$ cat src/rtl/strobe_port_hs.sv
module strobe_port_hs #(
  parameter int W    = 8,
  parameter int SYNC = 2
) (
  input  logic         clk,
  input  logic         rst_n,
  input  logic         dir_out,
  input  logic         stb_n,
  input  logic         ack_n,
  input  logic         rd_n,
  input  logic         wr_n,
  input  logic         ie_we,
  input  logic         ie_d,
  input  logic [W-1:0] pin_in,
  input  logic [W-1:0] cpu_wdata,
  output logic [W-1:0] rd_data,
  output logic [W-1:0] pin_out,
  output logic         ibf,
  output logic         obf_n,
  output logic         intr,
  output logic         ie_q
);

  localparam int NL = 4;

  logic [NL-1:0]            raw;
  logic [SYNC-1:0][NL-1:0]  sh;
  logic [NL-1:0]            cur, prv;

  assign raw = {wr_n, rd_n, ack_n, stb_n};
  assign cur = sh[SYNC-1];

  always_ff @(posedge clk or negedge rst_n)
    if (!rst_n) begin
      sh  <= '1;
      prv <= '1;
    end else begin
      sh  <= {sh[SYNC-2:0], raw};
      prv <= cur;
    end

  logic s_stb, s_ack, s_rd, s_wr, p_rd, p_wr;
  assign s_stb = cur[0];
  assign s_ack = cur[1];
  assign s_rd  = cur[2];
  assign s_wr  = cur[3];
  assign p_rd  = prv[2];
  assign p_wr  = prv[3];

  logic rd_rise, rd_fall, wr_rise, wr_fall, ie_off;
  assign rd_rise = s_rd & ~p_rd;
  assign rd_fall = ~s_rd & p_rd;
  assign wr_rise = s_wr & ~p_wr;
  assign wr_fall = ~s_wr & p_wr;
  assign ie_off  = ie_we & ~ie_d;

  logic [W-1:0] in_lat, out_lat;
  logic ibf_q, obf_q, intr_q, dir_q;

  always_ff @(posedge clk or negedge rst_n)
    if (!rst_n) begin
      in_lat  <= '0;
      out_lat <= '0;
      ibf_q   <= 1'b0;
      obf_q   <= 1'b1;
      intr_q  <= 1'b0;
      ie_q    <= 1'b0;
      dir_q   <= 1'b0;
    end else begin
      dir_q <= dir_out;
      if (ie_we) ie_q <= ie_d;
      if (dir_out != dir_q) begin
        ibf_q  <= 1'b0;
        obf_q  <= 1'b1;
        intr_q <= 1'b0;
      end else if (!dir_out) begin
        if (!s_stb) in_lat <= pin_in;
        if (!s_stb)       ibf_q <= 1'b1;
        else if (rd_rise) ibf_q <= 1'b0;
        if (rd_fall || ie_off) intr_q <= 1'b0;
        else if (s_stb && ibf_q && ie_q && s_rd && p_rd) intr_q <= 1'b1;
      end else begin
        if (wr_rise) out_lat <= cpu_wdata;
        if (wr_rise)     obf_q <= 1'b0;
        else if (!s_ack) obf_q <= 1'b1;
        if (wr_fall || ie_off) intr_q <= 1'b0;
        else if (s_ack && obf_q && ie_q && s_wr && p_wr) intr_q <= 1'b1;
      end
    end

  assign rd_data = in_lat;
  assign pin_out = out_lat;
  assign ibf     = ibf_q;
  assign obf_n   = obf_q;
  assign intr    = intr_q & ie_q;

  assert_latch_in_R2: assert property (@(posedge clk) disable iff (!rst_n)
    $past(!dir_out && !dir_q && !s_stb) |-> rd_data == $past(pin_in));

  assert_ibf_set_R3: assert property (@(posedge clk) disable iff (!rst_n)
    $past(!dir_out && !dir_q && !s_stb) |-> ibf);

  assert_ibf_clr_R3: assert property (@(posedge clk) disable iff (!rst_n)
    $past(!dir_out && !dir_q && s_stb && rd_rise) |-> !ibf);

  assert_intr_rdfall_R4: assert property (@(posedge clk) disable iff (!rst_n)
    $past(!dir_out && rd_fall) |-> !intr);

  assert_obf_set_R6: assert property (@(posedge clk) disable iff (!rst_n)
    $past(dir_out && dir_q && wr_rise) |-> !obf_n && pin_out == $past(cpu_wdata));

  assert_obf_rel_R7: assert property (@(posedge clk) disable iff (!rst_n)
    $past(dir_out && !s_ack && !wr_rise) |-> obf_n);

  assert_intr_wrfall_R8: assert property (@(posedge clk) disable iff (!rst_n)
    $past(dir_out && wr_fall) |-> !intr);

  assert_ie_off_R9: assert property (@(posedge clk) disable iff (!rst_n)
    $past(ie_off) |-> !intr && !ie_q);

  assert_mode_in_R10: assert property (@(posedge clk) disable iff (!rst_n)
    $past(!dir_out) |-> obf_n);

  assert_mode_out_R10: assert property (@(posedge clk) disable iff (!rst_n)
    $past(dir_out) |-> !ibf);

endmodule

$ cat config.mk
export PLATFORM = sky130hd
export DESIGN_NAME = strobe_port_hs
export DESIGN_NICKNAME = d
export VERILOG_FILES = /design/src/rtl/strobe_port_hs.sv
export SDC_FILE = /design/constraint.sdc
export NUM_CORES = 1
export LEC_CHECK = 0
export BUFFER_PORTS_ARGS = -buffer_cell sky130_fd_sc_hd__buf_2
export CAP_MARGIN = 20
export CORE_UTILIZATION = 29
export CTS_BUF_LIST = sky130_fd_sc_hd__clkbuf_16
export CTS_CLUSTER_DIAMETER = 80
export DETAILED_ROUTE_END_ITERATION = 6
export PLACE_DENSITY = 0.63
export RECOVER_POWER = 25
export SETUP_SLACK_MARGIN = 0.05
export SYNTH_ARGS = -nofsm -noshare
export SYNTH_HDL_FRONTEND = slang
export SYNTH_SLANG_ARGS = --single-unit
$ cat constraint.sdc
create_clock -name clk -period 1.4 [get_ports clk]
set_input_delay 0.14 -clock clk [delete_from_list [all_inputs] [get_ports clk]]
set_output_delay 0.14 -clock clk [all_outputs]
set_load 0.05 [all_outputs]
==> results of run 1 <==
==> placed cells by master (no fill, tap or decap), drive strengths merged <==
cell type     n
a32oi         1
buf          49
nor2          2
dfstp        11
dlygate4sd3   5
nand2b        1
ha            2
clkbuf        6
dfrtp        20
o21ai         2
a21o          1
nand2         2
o211ai        1
nand3b        1
nor3b         1
inv           7
mux2i         1
nand4         1
and2          1
or3           1
clkinv        2
nor3          1
mux2         17
nand3         1
a21oi         4
==> power breakdown <==
group          internal (uW)  switching [uW]  leakage, uW
Clock                    635             327    0.0000701
Combinational            271             574     0.000437
Sequential              1050            76.5     0.000351
==> layer usage <==
layer | global-route usage | vias to the layer above | wire length (um)
met1 | 0.141 | 415 | 983
met4 | 0.0870 | 0 | 68
met5 | 0 | - | 0
met2 | 0.184 | 23 | 1170
li1 | - | 393 | -
met3 | 0.0399 | 7 | 101
==> registers in the layout, indices dropped and copies added, names as in the netlist <==
register / flops
ie_q: 1
dir_q: 1
prv: 2
obf_n: 1
sh: 4
cur: 4
rd_data: 8
intr_q: 1
pin_out: 8
ibf: 1
==> worst max-delay path: stages (launching register included) <==
cell	delay [ns]
dfrtp_1	0.39
inv_2	0.07
ha_4	0.20
nor3_4	0.15
buf_6	0.15
mux2_4	0.30
==> area by class of cell <==
cell class | instances | area, sq um | share of cell area
Multi-Input combinational cell | 41 | 419 | 0.239
Clock buffer | 5 | 125 | 0.0714
Inverter | 6 | 22.5 | 0.0128
Sequential cell | 31 | 792 | 0.452
Clock inverter | 3 | 11.3 | 0.00642
Timing Repair Buffer | 55 | 323 | 0.184
Tap cell | 48 | 60.1 | 0.0343
==> what timing repair did <==
action,in CTS,in global routing
buffers inserted,0,1
resized for setup,9,2
hold buffers,5,0
hold endpoints to repair,24,0
pin swaps,1,2
endpoints found under the setup margin,8,15
==> through the flow <==
step	setup slack, ns	utilization	hold WS [ns]	TNS, ns
2_1_floorplan	-0.0410	-	-0.156	-0.287
6_report	0.0321	0.465	0.0998	0
3_5_place_dp	-0.0225	0.400	0.212	-0.108
3_3_place_gp	0.00193	0.400	0.198	0
5_1_grt	-0.0261	0.465	0.0970	-0.115
4_1_cts	0.0204	0.459	0.0967	0
==> worst max-delay path by stage <==
stage / endpoint / from
after CTS: rd_data[2] / dir_q
after global placement: rd_data[3] / dir_q
after floorplan: rd_data[0] / dir_q
after global routing: rd_data[2] / dir_q
final: rd_data[2] / dir_q
after detailed placement: rd_data[2] / dir_q
==> kinds of logic after synthesis <==
group,Yosys count
compound gates,9
fa+ha+maj,2
buf+inv,6
flops,31
mux,18
simple gates,12
==> reports/summary.txt, run 1 <==
status: finished, final reports clean
GP Congestion: 0.786
hold depth: 2
async set-reset flop share out of synthesis: 1.00
Max Clock Freq: 731 MHz
Core Footprint: 3770 sq um
Chip Width: 65.6 um
overall power: 2930 uW
P_leak: 0.000859 uW
Area contributors post-synth: dfrtp_1 (43%), dfstp_2 (25%), mux2_2 (16%), ha_1 (2.1%), inv_1 (1.9%)
WL per Instance: 12.3 um
fin area: 1750 sq um
post-DP HPWL: 1700 um
final-report setup violation count: 0
RR Startpoint: dir_q
nets: 167
Area Growth Syn to Fin: 49.5%
CP Capture Type: register
Post-Synth Simple-Gate Area: 0.0683
Tmin final: 1.37 ns
Die ar.: 4300 sq um
WHS Endpoint: rd_data[1]
Worst Hold Launch: pin_in[1]
GRT Overall Usage: 0.121
FF-to-FF path depth: 5
initial antenna violation count: 0
Yosys reg bits: 31
top-count cell post-synth: dfrtp_1
Mapped Cells: 78
Yosys top cell area share: 0.427
post-synthesis sequential area ratio: 0.673
height of the die: 65.6 um
final wirelength: 2320 um
share of cells above drive strength 1: 0.624
largest net degree at the start of global routing: 32
worst path required time: 1.55 ns
final count of pins violating max slew: 0
Fillers: 346
top post-synthesis cells by count: dfrtp_1 (20), mux2_2 (17), dfstp_2 (11)
Buffers on Ports: 44
clk slew on worst S/H paths: 0.05 ns
Worst Path Max Fanout: 4
Area after DPL: 1510 sq um
max cap viols: 0
ANT nets after route: 0
TritonCTS clock tree: done
clock sink count: 31
ys flop type: dfrtp_1
vias in the first global route: 848
CTS H-tree depth: 2
Hold Vio Cnt, Final: 0
post-synth top area cell: dfrtp_1
compound-gate portion of the synthesized area: 0.0459
Post-Synth XOR/XNOR Area: 0
placed instance count: 175
Clock Skew: 0.00231 ns
DRC viols: 0
clock latency on the worst-skew pair: 0.27 ns
cts bufs inserted: 5
CP Class: register to register
clk root buf: clkbuf_16
detail-routed via count per cell: 4.43
num ports: 45
CP Launch Type: register
row cnt: 22
Slew Limit Headroom: 0.518
GRT Residual Overflow: 0
Worst IR Drop VDD: 0.00106 V
Post-synth EDFFs: 0
Yosys cell types: 21
ANT cells: 0
Power per Cell Area: 1670 nW/um^2
First-pass DRT Iterations: 2
initial core utilization: 0.311
Syn Std Cell Area: 1170 sq um
unrepaired setup endpoints after global routing: yes
Finished Layout Cells: 189
Slew @ Worst Pin: 0.722 ns
min-delay worst type: primary input to register
post-synthesis area per instance: 15.0 sq um
first-pass GRT wire length: 3720 um
largest family of logic cells by synthesized area: multiplexers
Mapped Nets: 105
First DRT Iteration DRCs: 28
Longest Clk Path Bufs: 2
R2R Path End: rd_data[2]
r2r setup slk: 0.03 ns
post-synthesis mux area share: 0.172
period utilisation layout: 0.977
Vias: 838
CP arrival: 1.52 ns
adder-cell share of the synthesized area: 0.0213
Yosys warning total: 0
(Power assumes the default switching activity.)
==> run 2, diff against run 1 <==
--- a/config.mk
+++ b/config.mk
@@ -13,6 +13,7 @@
 export DETAILED_ROUTE_END_ITERATION = 6
 export PLACE_DENSITY = 0.63
 export RECOVER_POWER = 25
+export REMOVE_ABC_BUFFERS = 1
 export SETUP_SLACK_MARGIN = 0.05
 export SYNTH_ARGS = -nofsm -noshare
 export SYNTH_HDL_FRONTEND = slang
==> run 2 against run 1 <==
Effect of this change: non-clock buffer count unchanged; via count decreased by 1.2%; final area barely moved; clock skew grew 0.0031 ns; count of clock-buffer cells in the layout stayed put; first-iteration DRC count down 7.1%; fmax is 0.38% lower; power grew 0.90%; wire length decreased by 0.17%; flip-flop and latch count is the same; register-to-register slack about the same; critical path type unchanged; critical endpoint is now rd_data[7]; highest routed layer unchanged.
==> reports/summary.txt, run 2 (synthesis results as in run 1) <==
most common library cell in the layout ignoring fill and taps: buf_2
height of the die: 65.6 um (unchanged)
min-delay worst type: primary input to register
Finished Layout Cells: 189 (unchanged)
final wirelength: 2320 um (-0.17%)
largest net degree at the start of global routing: 32 (unchanged)
row cnt: 22 (unchanged)
Power per Cell Area: 1690 nW/um^2 (+0.97%)
Area Growth Syn to Fin: 49.4% (about the same)
Fin Hold WS: 0.0980 ns (-0.00181 ns)
sw power: 1000 uW (+2.4%)
Sw Ratio: 0.338 (+0.00496)
nets: 167 (unchanged)
combinational share of power: 0.287 (about the same)
final setup margin: 0.0269 ns (-0.00527 ns)
Hold Vio Cnt, Final: 0 (unchanged)
most frequent cells in the layout: buf_2 (43), dfrtp_1 (20), dfstp_2 (10), mux2_2 (9), mux2_4 (8)
Clock Skew: 0.00537 ns (+0.00306 ns)
final-report setup violation count: 0 (unchanged)
Register Area: 790 sq um (-0.32%)
worst path required time: 1.55 ns (about the same)
GRT Overall Usage: 0.125 (+0.00393)
Max Clock Freq: 728 MHz (-0.38%)
final count of pins violating max slew: 0 (unchanged)
detail-routed via count per cell: 4.38 (-1.2%)
WHS Endpoint: rd_data[6]
slowest stage delay, CP: 0.39 ns (about the same)
ANT cells: 0 (unchanged)
First-pass DRT Iterations: 5 (+3)
period utilisation layout: 0.981 (+0.00376)
ANT nets after route: 0 (unchanged)
Vias: 828 (-1.2%)
part of the power in registers: 0.380 (-0.004)
unrepaired setup endpoints after global routing: yes
initial antenna violation count: 0 (unchanged)
GP Congestion: 0.766 (-2.6%)
GRT Residual Overflow: 0 (unchanged)
Pint: 1960 uW (+0.15%)
hold depth: 2 (unchanged)
FF-to-FF path depth: 5 (unchanged)
Die ar.: 4300 sq um (unchanged)
area occupied by multi-input gates: 419 sq um (unchanged)
R2R Path End: rd_data[7]
fin area: 1750 sq um (about the same)
Worst IR Drop VDD: 0.000802 V (-25%)
CP Launch Type: register
clk slew on worst S/H paths: 0.05 ns (about the same)
critical-path cell with the highest stage delay: dfrtp_1
crit-path cells: inv_2 > ha_4 > nor3_4 > buf_6 > mux2_4
num ports: 45 (unchanged)
Longest Clk Path Bufs: 2 (unchanged)
clk root buf: clkbuf_16
Setup WS pre-CTS: -0.0434 ns (-0.0209 ns)
DRC viols: 0 (unchanged)
CP Class: register to register
max cap viols: 0 (unchanged)
CP bufs+invs: 2 (unchanged)
CP delay by family, top: flip-flops
first-pass GRT wire length: 3750 um (+0.73%)
clock sink count: 31 (unchanged)
Slew @ Worst Pin: 0.718 ns (-0.00429 ns)
CP Capture Type: register
Area after DPL: 1490 sq um (-1.2%)
cts bufs inserted: 5 (unchanged)
placed instance count: 175 (unchanged)
CP arrival: 1.53 ns (about the same)
Worst Path Max Fanout: 4 (unchanged)
status: finished, final reports clean
initial core utilization: 0.311 (unchanged)
P_leak: 0.000864 uW (+0.60%)
clock latency on the worst-skew pair: 0.27 ns (about the same)
share of cells above drive strength 1: 0.624 (unchanged)
RR Startpoint: dir_q
CTS H-tree depth: 2 (unchanged)
Chip Width: 65.6 um (unchanged)
TritonCTS clock tree: done
Worst path depth: 5 (unchanged)
WL per Instance: 12.3 um (-0.17%)
vias in the first global route: 809 (-4.6%)
r2r setup slk: 0.03 ns (about the same)
First DRT Iteration DRCs: 26 (-7.1%)
Tmin final: 1.37 ns (+0.00527 ns)
Worst Hold Launch: pin_in[6]
Fillers: 334 (-3.5%)
Core Footprint: 3770 sq um (unchanged)
Clk pwr share: 0.333 (+0.005)
Buffers on Ports: 44 (unchanged)
Slew Limit Headroom: 0.521 (+0.00286)
[run 2: cell types whose count changed in the layout (fill, tap and decap cells not counted)]
| cell | change |
|---|---|
| clkinv_2 | +1 |
| dfstp_2 | +1 |
| clkinv_1 | -1 |
| dfrtp_1 | +2 |
| dfrtp_2 | -2 |
| dfstp_1 | -1 |
[run 2: timing repair]
item                       CTS  global route
pin swaps                    2             2
setup endpoints to repair    8            17
hold endpoints to repair    24             0
gates resized for setup     12             2
buffers inserted             0             1
hold buffers                 5             0
[run 2: power by group through the flow]
stage / Clock, uW / Combinational, uW / Sequential (uW)
after floorplan: 0 / 157 / 1540
after global placement: 0 / 781 / 1120
after detailed placement: 0 / 793 / 1130
after CTS: 1020 / 850 / 1130
after global routing: 1050 / 891 / 1140
final: 985 / 849 / 1120
[run 2: metal layers]
| layer | vias up | share of wire | global-route usage |
|---|---|---|---|
| li1 | 391 | - | - |
| met5 | - | 0 | 0 |
| met1 | 403 | 0.40 | 0.136 |
| met3 | 6 | 0.046 | 0.0538 |
| met4 | 0 | 0.021 | 0.0734 |
| met2 | 28 | 0.53 | 0.200 |
[run 2: worst max path at each step]
| stage | from | endpoint | slack, ns |
|---|---|---|---|
| finish | dir_q | rd_data[7] | 0.03 |
| global route | dir_q | rd_data[3] | -0.03 |
| CTS | dir_q | rd_data[7] | -0.04 |
| detailed placement | dir_q | rd_data[1] | -0.04 |
| global placement | dir_q | rd_data[1] | -0.004 |
| floorplan | dir_q | rd_data[0] | -0.05 |
[run 2: layout make-up]
cell class / count / area share
Clock buffer: 5 / 0.0714
Inverter: 6 / 0.0129
Multi-Input combinational cell: 41 / 0.239
Tap cell: 48 / 0.0343
Sequential cell: 31 / 0.451
Clock inverter: 3 / 0.00714
Timing Repair Buffer: 55 / 0.184
[run 2: metrics by stage]
step	total power [uW]	TNS [ns]	util
finish	2960	0	0.464
global route	3080	-0.188	0.464
CTS	2990	-0.273	0.458
detailed placement	1930	-0.304	0.395
global placement	1910	-0.0250	0.395
floorplan	1700	-0.386	-
==> run 3, diff against run 2 <==
--- a/config.mk
+++ b/config.mk
@@ -7,6 +7,7 @@
 export LEC_CHECK = 0
 export BUFFER_PORTS_ARGS = -buffer_cell sky130_fd_sc_hd__buf_2
 export CAP_MARGIN = 20
+export CORE_MARGIN = 2
 export CORE_UTILIZATION = 29
 export CTS_BUF_LIST = sky130_fd_sc_hd__clkbuf_16
 export CTS_CLUSTER_DIAMETER = 80
==> constraint.sdc (replaced) <==
create_clock -name clk -period 1.4 [get_ports clk]
set_input_delay 0.14 -clock clk [delete_from_list [all_inputs] [get_ports clk]]
set_output_delay 0.14 -clock clk [all_outputs]
set_load 0.005 [all_outputs]
==> run 3 against run 2 <==
Effect of this change: sequential share of layout area shrank 0.85 points; via count grew 0.60%; die area grew 6.2%; global-route usage shrank 1.2 points; final area grew 1.9%; power shrank 8.7%; register-to-register slack is essentially flat; critical path type unchanged; core utilization shrank 1.2 points.
==> reports/summary.txt, run 3 (synthesis results as in run 1) <==
Die ar.: 4570 sq um (+6.2%)
clk slew on worst S/H paths: 0.05 ns (about the same)
Finished Layout Cells: 192 (+1.6%)
clock latency on the worst-skew pair: 0.27 ns (about the same)
nets: 168 (+0.60%)
Register Area: 790 sq um (unchanged)
unrepaired setup endpoints after global routing: yes
final count of pins violating max slew: 0 (unchanged)
Core Footprint: 3940 sq um (+4.5%)
Max Clock Freq: 720 MHz (-1.1%)
First DRT Iteration DRCs: 25 (-3.8%)
post-DP HPWL: 1710 um
Final TNS setup: 0 ns (unchanged)
first-pass GRT wire length: 3620 um (-3.5%)
Setup WS pre-CTS: -0.0507 ns (-0.00731 ns)
crit path from: dir_q
clock sink count: 31 (unchanged)
worst path required time: 1.55 ns (about the same)
min-delay worst type: primary input to register
Area Growth Syn to Fin: 52.3%
Power per Cell Area: 1510 nW/um^2 (-10%)
status: finished, final reports clean
share of cells above drive strength 1: 0.606 (-0.0185)
largest net degree at the start of global routing: 32 (unchanged)
initial core utilization: 0.297 (-0.0135)
CP Class: register to register
row cnt: 23 (+4.5%)
clk root buf: clkbuf_16
Worst Path Max Fanout: 4 (unchanged)
num ports: 45 (unchanged)
final setup margin: 0.0120 ns (-0.0148 ns)
final-report setup violation count: 0 (unchanged)
period utilisation layout: 0.991 (+0.0106)
Slew Limit Headroom: 0.554 (+0.0328)
Slew @ Worst Pin: 0.669 ns (-0.0492 ns)
ANT nets after route: 0 (unchanged)
First-pass DRT Iterations: 4 (-1)
most frequent cells in the layout: buf_2 (41), dfrtp_1 (20), mux2_2 (9), dfstp_2 (9), mux2_4 (8)
Area after DPL: 1490 sq um (+0.17%)
Hold Vio Cnt, Final: 0 (unchanged)
height of the die: 67.6 um (+3.0%)
WL per Instance: 12.6 um (+3.0%)
fin area: 1790 sq um (+1.9%)
Fin Hold WS: 0.0968 ns (-0.00122 ns)
TritonCTS clock tree: done
Fillers: 353 (+5.7%)
area occupied by multi-input gates: 422 sq um (+0.60%)
Clock Skew: 0.00756 ns (+0.00219 ns)
vias in the first global route: 828 (+2.3%)
CP Capture Type: register
Chip Width: 67.6 um (+3.0%)
Tmin final: 1.39 ns (+0.0148 ns)
DRC viols: 0 (unchanged)
Buffers on Ports: 44 (unchanged)
Worst Hold Launch: cpu_wdata[1]
CTS H-tree depth: 2 (unchanged)
CP Launch Type: register
detail-routed via count per cell: 4.34 (-0.97%)
GRT Residual Overflow: 0 (unchanged)
Vias: 833 (+0.60%)
initial antenna violation count: 0 (unchanged)
Worst IR Drop VDD: 0.000765 V (-4.6%)
most common library cell in the layout ignoring fill and taps: buf_2
GRT Overall Usage: 0.113 (-0.0115)
Longest Clk Path Bufs: 2 (unchanged)
final wirelength: 2420 um (+4.6%)
max cap viols: 0 (unchanged)
cts bufs inserted: 5 (unchanged)
placed instance count: 177 (+1.1%)
RR Startpoint: dir_q
ANT cells: 0 (unchanged)
CP arrival: 1.53 ns (about the same)
GP Congestion: 0.723 (-5.6%)
P_leak: 0.000871 uW (+0.87%)
-- run 3: what timing repair did --
action	in CTS	in global routing
hold buffers	5	0
pin swaps	2	3
gates resized for setup	14	1
endpoints found under the hold margin	24	0
endpoints found under the setup margin	8	9
setup buffers	1	1
cloned	0	0
-- run 3: layout make-up --
cell class,count,share of cell area
tap,50,0.0350
inverter,6,0.0126
clock buffer,5,0.0701
timing repair buffer,56,0.183
sequential,31,0.442
multi-input combinational,41,0.236
clock inverter,3,0.0210
-- run 3: power breakdown --
group	switching [uW]	internal, uW
Sequential	75.2	1050
Combinational	162	264
Clock	332	822
-- run 3: path summary, 6_finish.rpt --
path / endpoint / slack, ns / cells after the start
worst max-delay path: rd_data[7] / 0.01 / 5
worst min-delay path: pin_out[1] / 0.1 / 2
worst max register to register: rd_data[7] / 0.01 / 5
worst min register to register: cur[0] / 0.35 / 0
max in group asynchronous: ibf / 0.51 / 2
min in group asynchronous: pin_out[2] / 0.45 / 2
-- run 3: critical path, cell delays in order (launching register included) --
cell	delay, ns
dfrtp_1	0.38
inv_2	0.07
ha_4	0.20
nor3_4	0.16
buf_6	0.16
mux2_4	0.29
-- run 3: through the flow --
stage | util | total power [uW]
final | 0.453 | 2700
after global routing | 0.453 | 2840
after CTS | 0.450 | 2750
after detailed placement | 0.379 | 1510
after global placement | 0.379 | 1480
after floorplan | - | 1290
-- run 3: per-layer routing --
metal,wire [um],up-vias,track usage
li1,-,397,-
met1,987,404,0.136
met2,1250,26,0.156
met3,113,6,0.0383
met4,76,0,0.107
met5,0,-,0
